==> config.mk <==
export PLATFORM = sky130hd
export DESIGN_NAME = sata_slot_tracker
export DESIGN_NICKNAME = d
export VERILOG_FILES = /design/src/rtl/sst_pkg.sv /design/src/rtl/sst_first_set.sv /design/src/rtl/sst_active_ctl.sv /design/src/rtl/sst_dispatch_ctl.sv /design/src/rtl/sata_slot_tracker.sv
export SDC_FILE = /design/constraint.sdc
export NUM_CORES = 1
export LEC_CHECK = 0
export ABC_AREA = 1
export CORE_ASPECT_RATIO = 1.2
export CORE_MARGIN = 3
export CORE_UTILIZATION = 45
export DETAILED_ROUTE_END_ITERATION = 8
export GPL_TIMING_DRIVEN = 0
export PLACE_DENSITY = 0.81
export RECOVER_POWER = 100
export SLEW_MARGIN = 40
export SYNTH_ARGS = -nofsm -noshare
export SYNTH_HDL_FRONTEND = slang
export SYNTH_HIERARCHICAL = 1
export SYNTH_SLANG_ARGS = --single-unit
==> constraint.sdc <==
create_clock -name clk -period 5.49 [get_ports clk]
set_clock_uncertainty 0.1 [all_clocks]
set_input_delay 1.098 -clock clk [delete_from_list [all_inputs] [get_ports clk]]
set_output_delay 1.098 -clock clk [all_outputs]
set_load 0.005 [all_outputs]
==> src/rtl/sst_pkg.sv <==
package sst_pkg;

   // Status flags reported by the execution engine.
   typedef struct packed {
      logic err;
      logic busy;
      logic drq;
   } eng_flags_t;

   // True when the engine shows neither error nor an unfinished transfer.
   function automatic logic flags_clean(eng_flags_t f);
      return !f.err && !f.busy && !f.drq;
   endfunction

   // True when the engine cannot take a new command.
   function automatic logic flags_blocking(eng_flags_t f);
      return f.busy || f.drq;
   endfunction

endpackage

==> src/rtl/sst_first_set.sv <==
// Lowest-index set bit finder for the dispatch scan.
module sst_first_set #(
   parameter int N     = 32,
   parameter int IDX_W = $clog2(N)
) (
   input  logic [N-1:0]     vec,
   output logic             any,
   output logic [IDX_W-1:0] idx
);

   always_comb begin
      idx = '0;
      for (int i = N - 1; i >= 0; i--) begin
         if (vec[i]) idx = IDX_W'(i);
      end
   end

   assign any = |vec;

endmodule

==> src/rtl/sst_active_ctl.sv <==
// Active-tag bitmap with finished-tag accumulation.
module sst_active_ctl #(
   parameter int N     = 32,
   parameter int IDX_W = $clog2(N)
) (
   input  logic             clk,
   input  logic             rst_n,
   input  logic             wipe,
   input  logic             set_wr,
   input  logic [N-1:0]     set_data,
   input  logic             done,
   input  logic [IDX_W-1:0] done_tag,
   input  logic             done_err,
   input  logic             post,
   output logic [N-1:0]     active
);

   logic [N-1:0] finished;
   logic [N-1:0] fin_add;
   logic [N-1:0] set_mask;

   generate
      for (genvar g = 0; g < N; g++) begin : g_tag
         assign fin_add[g] = done && !done_err && (done_tag == IDX_W'(g));
      end
   endgenerate

   assign set_mask = set_wr ? set_data : '0;

   always_ff @(posedge clk or negedge rst_n) begin
      if (!rst_n) begin
         active   <= '0;
         finished <= '0;
      end else if (wipe) begin
         active   <= '0;
         finished <= '0;
      end else begin
         active   <= (active | set_mask) & ~(post ? finished : '0);
         finished <= (post ? '0 : finished) | fin_add;
      end
   end

endmodule

==> src/rtl/sst_dispatch_ctl.sv <==
// Dispatch gating, busy-slot tracking, queued check cycle and halt state.
module sst_dispatch_ctl
   import sst_pkg::*;
#(
   parameter int N     = 32,
   parameter int IDX_W = $clog2(N)
) (
   input  logic             clk,
   input  logic             rst_n,
   input  logic             run_wr,
   input  logic             run_wdata,
   input  logic             pend_any,
   input  logic [IDX_W-1:0] pick_idx,
   input  logic             pick_queued,
   input  logic             disp_ready,
   input  eng_flags_t       flags,
   input  logic             nq_done,
   input  logic             q_done,
   output logic             disp_valid,
   output logic             run_fall,
   output logic             run_q,
   output logic             halt,
   output logic [N-1:0]     clr_vec,
   output logic [IDX_W:0]   busy_slot
);

   localparam logic [IDX_W:0] BUSY_NONE = {1'b1, {IDX_W{1'b0}}};

   logic             busy_vld;
   logic             qchk;
   logic [IDX_W-1:0] qslot;
   logic             accept;
   logic             clean;
   logic             err_seen;

   assign clean      = flags_clean(flags);
   assign busy_vld   = (busy_slot != BUSY_NONE);
   assign run_fall   = run_wr && run_q && !run_wdata;
   assign disp_valid = run_q && pend_any && !flags_blocking(flags) &&
                       !halt && !busy_vld && !qchk;
   assign accept     = disp_valid && disp_ready;
   assign err_seen   = flags.err && (nq_done || q_done || qchk);

   generate
      for (genvar g = 0; g < N; g++) begin : g_clr
         assign clr_vec[g] = clean &&
            ((qchk && (qslot == IDX_W'(g))) ||
             (nq_done && busy_vld && (busy_slot[IDX_W-1:0] == IDX_W'(g))));
      end
   endgenerate

   always_ff @(posedge clk or negedge rst_n) begin
      if (!rst_n) begin
         run_q     <= 1'b0;
         halt      <= 1'b0;
         busy_slot <= BUSY_NONE;
         qchk      <= 1'b0;
         qslot     <= '0;
      end else begin
         if (run_wr) run_q <= run_wdata;
         if (run_fall) begin
            halt      <= 1'b0;
            busy_slot <= BUSY_NONE;
            qchk      <= 1'b0;
         end else begin
            halt <= halt || err_seen;
            qchk <= accept && pick_queued;
            if (nq_done)
               busy_slot <= BUSY_NONE;
            else if (accept && !pick_queued)
               busy_slot <= {1'b0, pick_idx};
         end
         if (accept) qslot <= pick_idx;
      end
   end

endmodule

==> src/rtl/sata_slot_tracker.sv <==
// Command slot tracker for one host port.
module sata_slot_tracker
   import sst_pkg::*;
#(
   parameter int NUM_SLOTS = 32,
   parameter int TAG_W     = $clog2(NUM_SLOTS)
) (
   input  logic                 clk,
   input  logic                 rst_n,
   input  logic                 run_wr,
   input  logic                 run_wdata,
   input  logic                 issue_wr,
   input  logic [NUM_SLOTS-1:0] issue_wdata,
   input  logic                 active_wr,
   input  logic [NUM_SLOTS-1:0] active_wdata,
   input  logic                 eng_err,
   input  logic                 eng_busy,
   input  logic                 eng_drq,
   input  logic                 disp_ready,
   input  logic                 nq_done,
   input  logic                 q_done,
   input  logic [TAG_W-1:0]     q_done_tag,
   input  logic                 sdb_post,
   output logic                 disp_valid,
   output logic [TAG_W-1:0]     disp_slot,
   output logic                 disp_queued,
   output logic [TAG_W:0]       busy_slot,
   output logic [NUM_SLOTS-1:0] issue_bits,
   output logic [NUM_SLOTS-1:0] active_bits
);

   generate
      if (NUM_SLOTS < 2 || NUM_SLOTS > 64) begin : g_bad_slots
         $error("sata_slot_tracker: NUM_SLOTS must lie in 2..64");
      end
      if (TAG_W != $clog2(NUM_SLOTS)) begin : g_bad_tag
         $error("sata_slot_tracker: TAG_W must equal clog2(NUM_SLOTS)");
      end
   endgenerate

   eng_flags_t           flags;
   logic                 pend_any;
   logic                 run_fall;
   logic                 run_q;
   logic                 halt;
   logic [NUM_SLOTS-1:0] clr_vec;
   logic [NUM_SLOTS-1:0] issue_set;

   assign flags       = '{err: eng_err, busy: eng_busy, drq: eng_drq};
   assign issue_set   = issue_wr ? issue_wdata : '0;
   assign disp_queued = active_bits[disp_slot];

   sst_first_set #(.N(NUM_SLOTS), .IDX_W(TAG_W)) u_scan (
      .vec (issue_bits),
      .any (pend_any),
      .idx (disp_slot)
   );

   sst_dispatch_ctl #(.N(NUM_SLOTS), .IDX_W(TAG_W)) u_disp (
      .clk         (clk),
      .rst_n       (rst_n),
      .run_wr      (run_wr),
      .run_wdata   (run_wdata),
      .pend_any    (pend_any),
      .pick_idx    (disp_slot),
      .pick_queued (disp_queued),
      .disp_ready  (disp_ready),
      .flags       (flags),
      .nq_done     (nq_done),
      .q_done      (q_done),
      .disp_valid  (disp_valid),
      .run_fall    (run_fall),
      .run_q       (run_q),
      .halt        (halt),
      .clr_vec     (clr_vec),
      .busy_slot   (busy_slot)
   );

   sst_active_ctl #(.N(NUM_SLOTS), .IDX_W(TAG_W)) u_act (
      .clk      (clk),
      .rst_n    (rst_n),
      .wipe     (run_fall),
      .set_wr   (active_wr),
      .set_data (active_wdata),
      .done     (q_done),
      .done_tag (q_done_tag),
      .done_err (eng_err),
      .post     (sdb_post),
      .active   (active_bits)
   );

   always_ff @(posedge clk or negedge rst_n) begin
      if (!rst_n)
         issue_bits <= '0;
      else if (run_fall)
         issue_bits <= '0;
      else
         issue_bits <= (issue_bits | issue_set) & ~clr_vec;
   end

endmodule

==> Word level (Yosys, flattened, before mapping) <==
Index checks and enable logic that the tools add are counted.
{ "word_totals": {"regBits": 110, "input_bits": 82, "output_inout_bits": 77, "wordCells": 349} }
{ "classes": {"magnitude_cmp": 1, "n_eq_ne": 94, "muxes": 46, "n_bitwise": 7, "reduce_logical": 193} }
{ "ops": {"columns": ["operator", "count"], "rows": [
  ["equality test 5 bit, second input constant", 48],
  ["two-way mux 32 bit", 7],
  ["two-way mux 5 bit", 32],
  ["logical AND 1 bit", 143],
  ["equality test 5 x 4 -> 1 bit, second input constant", 24],
  ["bitwise OR 32 bit", 3],
  ["AND 32 bit", 2],
  ["inverter 32 bit", 2],
  ["equality test 5 x 3 -> 1 bit, second input constant", 12],
  ["logical OR 1 bit", 36],
  ["OR reduction 32 bit", 1],
  ["equality test 5 x 2 -> 1 bit, second input constant", 6],
  ["two-way mux 6 bit", 3],
  ["equality test 5 x 1 -> 1 bit, second input constant", 3],
  ["zero test 5 bit", 3],
  ["zero test 1 bit", 9],
  ["less-than comparator 5 x 6 -> 1 bit, second input constant", 1],
  ["!= test 6 bit, second input constant", 1],
  ["binary-select mux 1 bit (select 5 bit)", 1],
  ["two-way mux 1 bit", 3],
  ["nonzero test 3 bit", 1]
]} }

==> Longest topological paths before layout <==
Gate-level depths: netlist of the first run.
{ "logic_depth": {"depth_word": 39, "depth_mapped": 47, "mapped_depth_nobuf": 45} }

==> By module <==
Netlist of the first run, hierarchy kept.
{ "by_module_without_submodules": {"columns": ["module", "n_inst", "cells_per_inst", "area_per_inst_um2", "seq_area_each_um2"], "rows": [
  ["sst_active_ctl", 1, 285, 2756.4, 1601.5],
  ["sata_slot_tracker", 1, 212, 1699.1, 800.8],
  ["sst_dispatch_ctl", 1, 262, 1486.4, 351.6],
  ["sst_first_set", 1, 107, 470.5, 0.0]
]} }

==> Worst setup path before layout of the first run <==
Ideal clock, no wire load.
{ "synth_timing": {"kind": "register -> output", "startpoint": "register issue_bits[30]", "endpoint": "output port disp_queued", "arrival_ns": 2.618, "required_ns": 4.292, "path_slack_ns": 1.674, "stages_incl_launch_ff": 42, "n_path_buf": 2, "path_cell_list": "dfrtp_1 -> inv_1 -> nand2_1 -> nand2_1 -> nand2_1 -> nand2_1 -> nand2_1 -> nand2_1 -> nand2_1 -> nand2_1 -> nand2_1 -> nand2_1 -> nand2_1 -> nand2_1 -> nand2_1 -> nand2_1 -> nand2_1 -> nand2_1 -> (+6 left out) -> nand2_1 -> nand2_1 -> nand2_1 -> nand2_1 -> nand2_1 -> nand2_1 -> nand2_1 -> a21oi_2 -> buf_6 -> buf_6 -> nand2_1 -> nand3_1 -> nand3_1 -> nand2_1 -> nand2_1 -> nand2_1 -> nand2_1 -> nand2_1"} }
{ "synth_between": {"elab_chain_len": 33} }
{ "synth_rtl": {"columns": ["element", "line", "rtl"], "rows": [
  ["start: declaration", "sata_slot_tracker.sv:28", "output logic [NUM_SLOTS-1:0] issue_bits,"],
  ["start signal: assignment", "sata_slot_tracker.sv:98", "issue_bits <= (issue_bits | issue_set) & ~clr_vec;"],
  ["two-way mux 5 bit (31 in series)", "sst_first_set.sv:14", "if (vec[i]) idx = IDX_W'(i);"],
  ["via disp_slot[0]", "sata_slot_tracker.sv:25", "output logic [TAG_W-1:0] disp_slot,"],
  ["binary-select mux 1 bit (select 5 bit)", "sata_slot_tracker.sv:51", "assign disp_queued = active_bits[disp_slot];"],
  ["two-way mux 1 bit (implied by the code)", "sata_slot_tracker.sv:51", null],
  ["end: declaration", "sata_slot_tracker.sv:26", "output logic disp_queued,"]
]} }
The timed path passes the listed nets, and every way through them passes these cells. The select of a mux whose other input is x is not followed.

==> Worst setup path after layout of the first run <==
{ "layout_timing": {"startpoint": "register issue_bits[30]", "endpoint": "output port disp_queued"} }
{ "layout_between": {"elab_chain_len": 33} }
{ "layout_rtl": {"columns": ["element", "line"], "rows": [
  ["two-way mux 5 bit (31 in series)", "sst_first_set.sv:14"],
  ["binary-select mux 1 bit (select 5 bit)", "sata_slot_tracker.sv:51"],
  ["two-way mux 1 bit (implied by the code)", "sata_slot_tracker.sv:51"]
]} }
No other way between the ends. The select of a mux whose other input is x is not followed.

==> key figures, run 1 <==
Yosys
  – Syn_nets: ~950
  – Syn_area_per_cell: 7.40 sq um
  – Sequential fraction of the synthesis area: 0.429
  – Post-synth top area share: 0.425
  – Synth Instances: approximately 870
  – Synth Register Bits: between 100 and 150
  – Post-synth top area cell: dfrtp_1
  – Synth warn: 6
  – Synth top area cells: dfrtp_1 43%, nand2_1 14%, a21oi_1 8.5%
  – Post-Syn Area: 0.00641 sq mm
  – Netlist cell types: 38

Worst setup path
  – CP arrival: 3.59 ns
  – Worst path max stage delay: 0.41 ns
  – Required @ worst endpoint: 4.29 ns
  – Top cell by count, worst path: nand2_1
  – Worst-path maximum fanout: 10
  – Critical path class: register to primary output
  – CP max stage cell: dfrtp_1
  – Critical Path End Type: primary output
  – Crit path launch type: register

Clocking
  – CTS Buf Count: 9
  – Worst-path clk slew: 0.08 ns
  – CTS H-Tree Depth: 3
  – Clock sinks: 110
  – Clock root cell: clkbuf_16
  – CTS tree: yes
  – Clk_lat worst skew: between 0.3 and 0.4 ns
  – Clock Path Buffers: 2

Placed design
  – Port Buffers: 156
  – RePlAce Congestion: 1.03
  – Dpl hpwl: ~16000 um

Layout
  – # nets final: 1117
  – Fraction of layout cells with a size suffix above 1: 0.0866
  – # diodes: 0
  – Post-layout util: 0.605
  – Layout area overhead: 30.9%

Routing
  – 1st-pass router iterations: 5
  – DR vias: 6475
  – DR vias/cell: 5.35
  – Metal2 WL: 10600 um
  – Met1 wire length: ~7300 um
  – DR top layer: met4
  – Drt initial violations: around 370
  – Routed met3 length: 1250 um
  – Avg WL per Cell: 16.6 um
  – DRT Wirelength: 20000 um
  – DRT antenna net count: 0
  – Drt drc: 0

Floorplan
  – FP Rows: 47
  – Starting Density: 0.462
  – I/O pin cnt: between 150 and 200
  – Die area: 0.0157 sq mm
  – Die Span X: between 100 and 150 um
  – Core Region: 0.0139 sq mm
  – Die height: 137 um

Timing
  – Fin. Hold Viols: 0
  – Final cycle utilization of the critical path: 0.873
  – Slew HR: -0.404
  – Peak Freq: 0.209 GHz
  – Min Clock Period, post-route: around 4.8 ns
  – Setup violators final: 0
  – Final Max Slew Viols: roughly 110
  – Slew @ Worst Pin: 2.11 ns
  – Unrepaired setup endpoints after global routing: no

Status
  – Failing checks: capacitance limit, slew limit
  – Status: complete, but fails checks

Global routing
  – Total GRT Usage: 0.256
  – Initial antenna violation count: 0
  – Vias in the first global route: 6318
  – First-pass GRT wire length: 31100 um
  – Total gr overflow: 0
  – Largest net degree at the start of global routing: 71

Power and ir drop
  – PD cells: 260 mW/mm^2
  – Combinational share of power: 0.266
  – Clock power share: 0.285
  – VDD IR max: between 0.0001 and 0.00015 V
  – Switching share of power: 0.317
  – Net Sw Power: ~0.0007 W
  – Pwr Total: 0.00218 W
  – Leakage power: 3.84 nW
  – Int Power: 0.00149 W
  – Reg power frac: 0.449

Hold path
  – Hold Path Class: register to register

Run
  – Max-cap violations: 2
stage by stage:
step	std cells	area [sq um]	setup TNS (ns)	hold slack [ns]	worst slack, ns
2_1_floorplan	866	6410	0	0.325	1.67
3_3_place_gp	1193	8190	-94.93	0.331	-0.880
3_5_place_dp	1194	8230	0	0.336	0.740
4_1_cts	1209	8510	0	0.347	0.333
5_1_grt	1210	8400	0	0.368	0.157
6_report	1210	8400	0	0.344	0.699
cells by family (layout without fill, tap and decap cells):
family                 Yosys count  after routing  share of synthesized area
AND/OR/NAND/NOR                419            419                      0.288
buffers and inverters          163            336                      0.117
AO/OA/AOI/OAI                  174            174                      0.166
flip-flops                     110            110                      0.429
flip-flops by register name (all words and copies together) (netlist names):
signal / flops
u_disp/halt: 1
u_disp/run_q: 1
u_act/finished: 32
u_disp/qchk: 1
u_disp/qslot: 5
u_act/active: 32
u_disp/busy_slot: 6
issue_bits: 32
cell type report:
cell class                 instances  area [sq um]
clock inverter                     6          56.3
sequential                       110          2750
buffer                            38           230
timing repair buffer             158          1570
fill                            1254          5480
clock buffer                       9           225
tap                              171           214
multi-input combinational        593          2840
inverter                         125           503
worst max-delay path, delay by kind of cell (launching register included):
family / cells / cell delay [ns]
AOI/OAI and AO/OA: 1 / 0.27
buffers and inverters: 5 / 0.64
DFF: 1 / 0.41
and+or+nand+nor: 37 / 1.94
layer usage:
layer	vias to the layer above	track usage
li1	3139	-
met1	2977	0.292
met2	297	0.471
met3	62	0.0372
met4	0	0.110
met5	-	0
worst paths after layout:
kind                                     from                   to  slack, ns  depth (start not counted)
setup / recovery               issue_bits[30]          disp_queued       0.70                         43
hold / removal             u_act/finished[17]     u_act/active[17]       0.34                          1
setup reg to reg               issue_bits[30]  u_disp/busy_slot[1]       1.57                         47
hold reg to reg            u_act/finished[17]     u_act/active[17]       0.34                          1
max in group asynchronous               rst_n          u_disp/halt       1.43                          2
min in group asynchronous               rst_n       issue_bits[29]       1.25                          1
repair_timing:
action	in CTS	in global routing
setup endpoints to repair	0	1
resized for setup	0	2
hold buffers	0	0
buffers inserted	0	1
synthesized netlist by cell type, drive strengths merged:
library cell / n
a311oi: 1
o31ai: 1
clkinv: 1
nor4: 2
nand2: 244
a31oi: 1
or2: 1
a21boi: 1
o21bai: 1
buf: 33
inv: 122
dfrtp: 109
nor2: 72
clkbuf: 5
a211oi: 33
or3: 32
a21oi: 130
nand3: 54
o21ai: 6
bufinv: 2
nand4: 3
nor3: 11
dfstp: 1
power by group through the flow:
stage | Combinational [W] | Clock, W | Sequential (W)
floorplan | 0.000295 | 0 | 0.000983
global placement | 0.000607 | 0 | 0.000997
detailed placement | 0.000617 | 0 | 0.00100
CTS | 0.000620 | 0.000635 | 0.000985
global route | 0.000649 | 0.000669 | 0.000993
finish | 0.000581 | 0.000622 | 0.000981
cells in the final DEF (no fill, tap or decap), drive strengths merged, types with 4 or more instances in the layout:
master,Yosys,final
dlygate4sd3,0,76
nand3,54,54
clkdlybuf4s50,0,78
o21ai,6,6
buf,33,25
nor3,11,11
nor2,72,72
clkinv,1,4
inv,122,124
or3,32,32
a211oi,33,33
nand2,244,244
a21oi,130,130
clkbuf,5,25
dfrtp,109,109
No activity file was read; power rests on OpenSTA's default activity.
==> inputs of run 2 (changes only) <==
CORE_ASPECT_RATIO = unset   (was 1.2)
==> run 2 against run 1 <==
The run still ends with capacitance limit, slew limit left. Register-to-register slack got worse by 0.11 ns. Die area about the same. Worst setup slack got worse by 0.12 ns. Critical path depth decreased by 1. Via count about the same. Sequential share of layout area increased by 0.14 points. Global-route usage increased by 0.23 points. Non-clock buffer count decreased by 1. Maximum frequency decreased by 2.4%. Critical endpoint unchanged. Largest cell class unchanged. Largest power group unchanged.
==> key figures, run 2 (synthesis results as in run 1) <==
Worst setup path
  – Flop2flop setup slack: 1.46 ns
  – Required @ worst endpoint: roughly 4.3 ns
  – Worst path max stage delay: 0.42 ns
  – Critical path class: register to primary output
  – Crit path launch type: register
  – Worst r2r path cells: 47
  – CP arrival: 3.71 ns
  – CP max stage cell: dfrtp_1
  – Setup crit start: issue_bits[30]
  – Critical R2R Launch: issue_bits[30]
  – Crit path to: disp_queued
  – Reg-to-Reg End: u_disp/busy_slot[4]
  – Critical Path End Type: primary output
  – Worst-path maximum fanout: 10
  – Top cell by count, worst path: nand2_1

Layout
  – Layout fillers: 1264
  – Largest regs: issue_bits: 32 flops, u_act/active: 32 flops, u_act/finished: 32 flops
  – # diodes: 0
  – Fraction of layout cells with a size suffix above 1: 0.0866
  – # nets final: around 1100
  – Commonest non-fill, non-tap cell in the layout: nand2_1
  – Most frequent cells in the layout: 238 x nand2_1, 117 x a21oi_1, 109 x dfrtp_1
  – Layout area overhead: 30.4%
  – Finished Layout Cells: 1215

Power and ir drop
  – VDD IR max: 0.000158 V
  – Pwr Total: about 0.0022 W
  – Int Power: 0.00148 W
  – Switching share of power: 0.314
  – Combinational share of power: 0.267
  – Clock power share: 0.280
  – Net Sw Power: 0.000678 W
  – PD cells: 258 mW/mm^2
  – Reg power frac: 0.453
  – Leakage power: 3.81 nW

Floorplan
  – I/O pin cnt: 159
  – FP Rows: 42
  – Die Span X: between 100 and 150 um
  – Core Region: around 0.014 sq mm
  – Starting Density: 0.471
  – Die area: 0.0157 sq mm
  – Die height: 125 um

Timing
  – Unrepaired setup endpoints after global routing: no
  – Peak Freq: 0.204 GHz
  – Setup violators final: 0
  – Slew @ Worst Pin: ~2.8 ns
  – Minimum hold slack: about 0.36 ns
  – Slew HR: -0.876
  – Final Max Slew Viols: 55
  – Min Clock Period, post-route: 4.91 ns
  – Worst setup margin: 0.582 ns
  – Fin. Hold Viols: 0
  – Final cycle utilization of the critical path: 0.894

Clocking
  – Clock Path Buffers: 2
  – CTS tree: yes
  – Post-CTS Setup Repair Bufs: 0
  – Clk_lat worst skew: about 0.35 ns
  – Worst-path clk slew: ~0.070 ns
  – CTS H-Tree Depth: 3
  – Clock sinks: 110
  – CTS Buf Count: 9
  – Clock root cell: clkbuf_16

Routing
  – DRT Wirelength: 20300 um
  – DR vias/cell: 5.33
  – Drt drc: 0
  – Avg WL per Cell: 16.7 um
  – DR vias: approximately 6500
  – 1st-pass router iterations: 5
  – Drt initial violations: 456
  – DRT antenna net count: 0

Hold path
  – Hold Path Class: register to register

Placed design
  – Pre-CTS WS: 0.686 ns
  – Port Buffers: around 160
  – Dpl hpwl: 15900 um
  – # placed instances: 1199
  – RePlAce Congestion: 0.969

Status
  – Failing checks: capacitance limit, slew limit
  – Status: complete, but fails checks

Global routing
  – Total gr overflow: 0
  – Vias in the first global route: around 6500
  – Initial antenna violation count: 0
  – Largest net degree at the start of global routing: between 50 and 60
  – First-pass GRT wire length: 32500 um
  – Total GRT Usage: 0.258

Run
  – Max-cap violations: 1
==> run 2: area by class of cell <==
cell class / count / area [sq um] / area share
multi-input combinational: 593 / 2830 / 0.339
clock buffer: 10 / 229 / 0.0274
buffer: 38 / 230 / 0.0275
sequential: 110 / 2750 / 0.329
timing repair buffer: 157 / 1550 / 0.186
inverter: 125 / 503 / 0.0602
tap: 176 / 220 / 0.0263
clock inverter: 6 / 37.5 / 0.00449
==> run 2: timing repair <==
action | 4_1_cts | 5_1_grt
endpoints found under the setup margin | 0 | 1
hold buffers | 0 | 0
resized for setup | 0 | 2
==> run 2: worst max-delay path, delay by kind of cell, from the launching register on <==
kind	cells	cell delay [ns]
buffers and inverters	4	0.59
and+or+nand+nor	37	2.05
AOI/OAI and AO/OA	1	0.26
DFF	1	0.42
==> run 2: power by group through the flow <==
stage | sequential, W | combinational, W | clock, W
after global placement | 0.000997 | 0.000608 | 0
after CTS | 0.000981 | 0.000624 | 0.000617
after global routing | 0.000993 | 0.000642 | 0.000644
after floorplan | 0.000983 | 0.000295 | 0
after detailed placement | 0.000996 | 0.000622 | 0
final | 0.000979 | 0.000576 | 0.000604
==> run 2: worst min path at each step <==
stage | from | to | cells past startpoint
floorplan | u_act/finished[17] | u_act/active[17] | 1
global placement | u_act/finished[12] | u_act/active[12] | 1
detailed placement | u_act/finished[2] | u_act/active[2] | 1
CTS | u_act/finished[2] | u_act/active[2] | 1
global route | u_act/finished[1] | u_act/active[1] | 1
finish | u_act/finished[15] | u_act/active[15] | 1
==> run 2: routing by layer <==
layer	global-route usage	vias up	wire length, um
met4	0.123	0	837
met3	0.0358	61	1020
met1	0.311	3029	8130
met2	0.456	247	10300
met5	0	-	0
li1	-	3137	-
==> run 2: metrics by stage <==
step	instance area, sq um	TNS, ns	utilization
2_1_floorplan	6410	0	-
3_3_place_gp	8190	-100.80	0.602
3_5_place_dp	8230	0	0.605
4_1_cts	8500	0	0.624
5_1_grt	8360	0	0.614
6_report	8360	0	0.614
==> inputs of run 3 (changes only) <==
CAP_MARGIN = 40   (was unset)
==> results of run 3 <==
The final DEF is identical to that of run 2; final timing and power are the same.
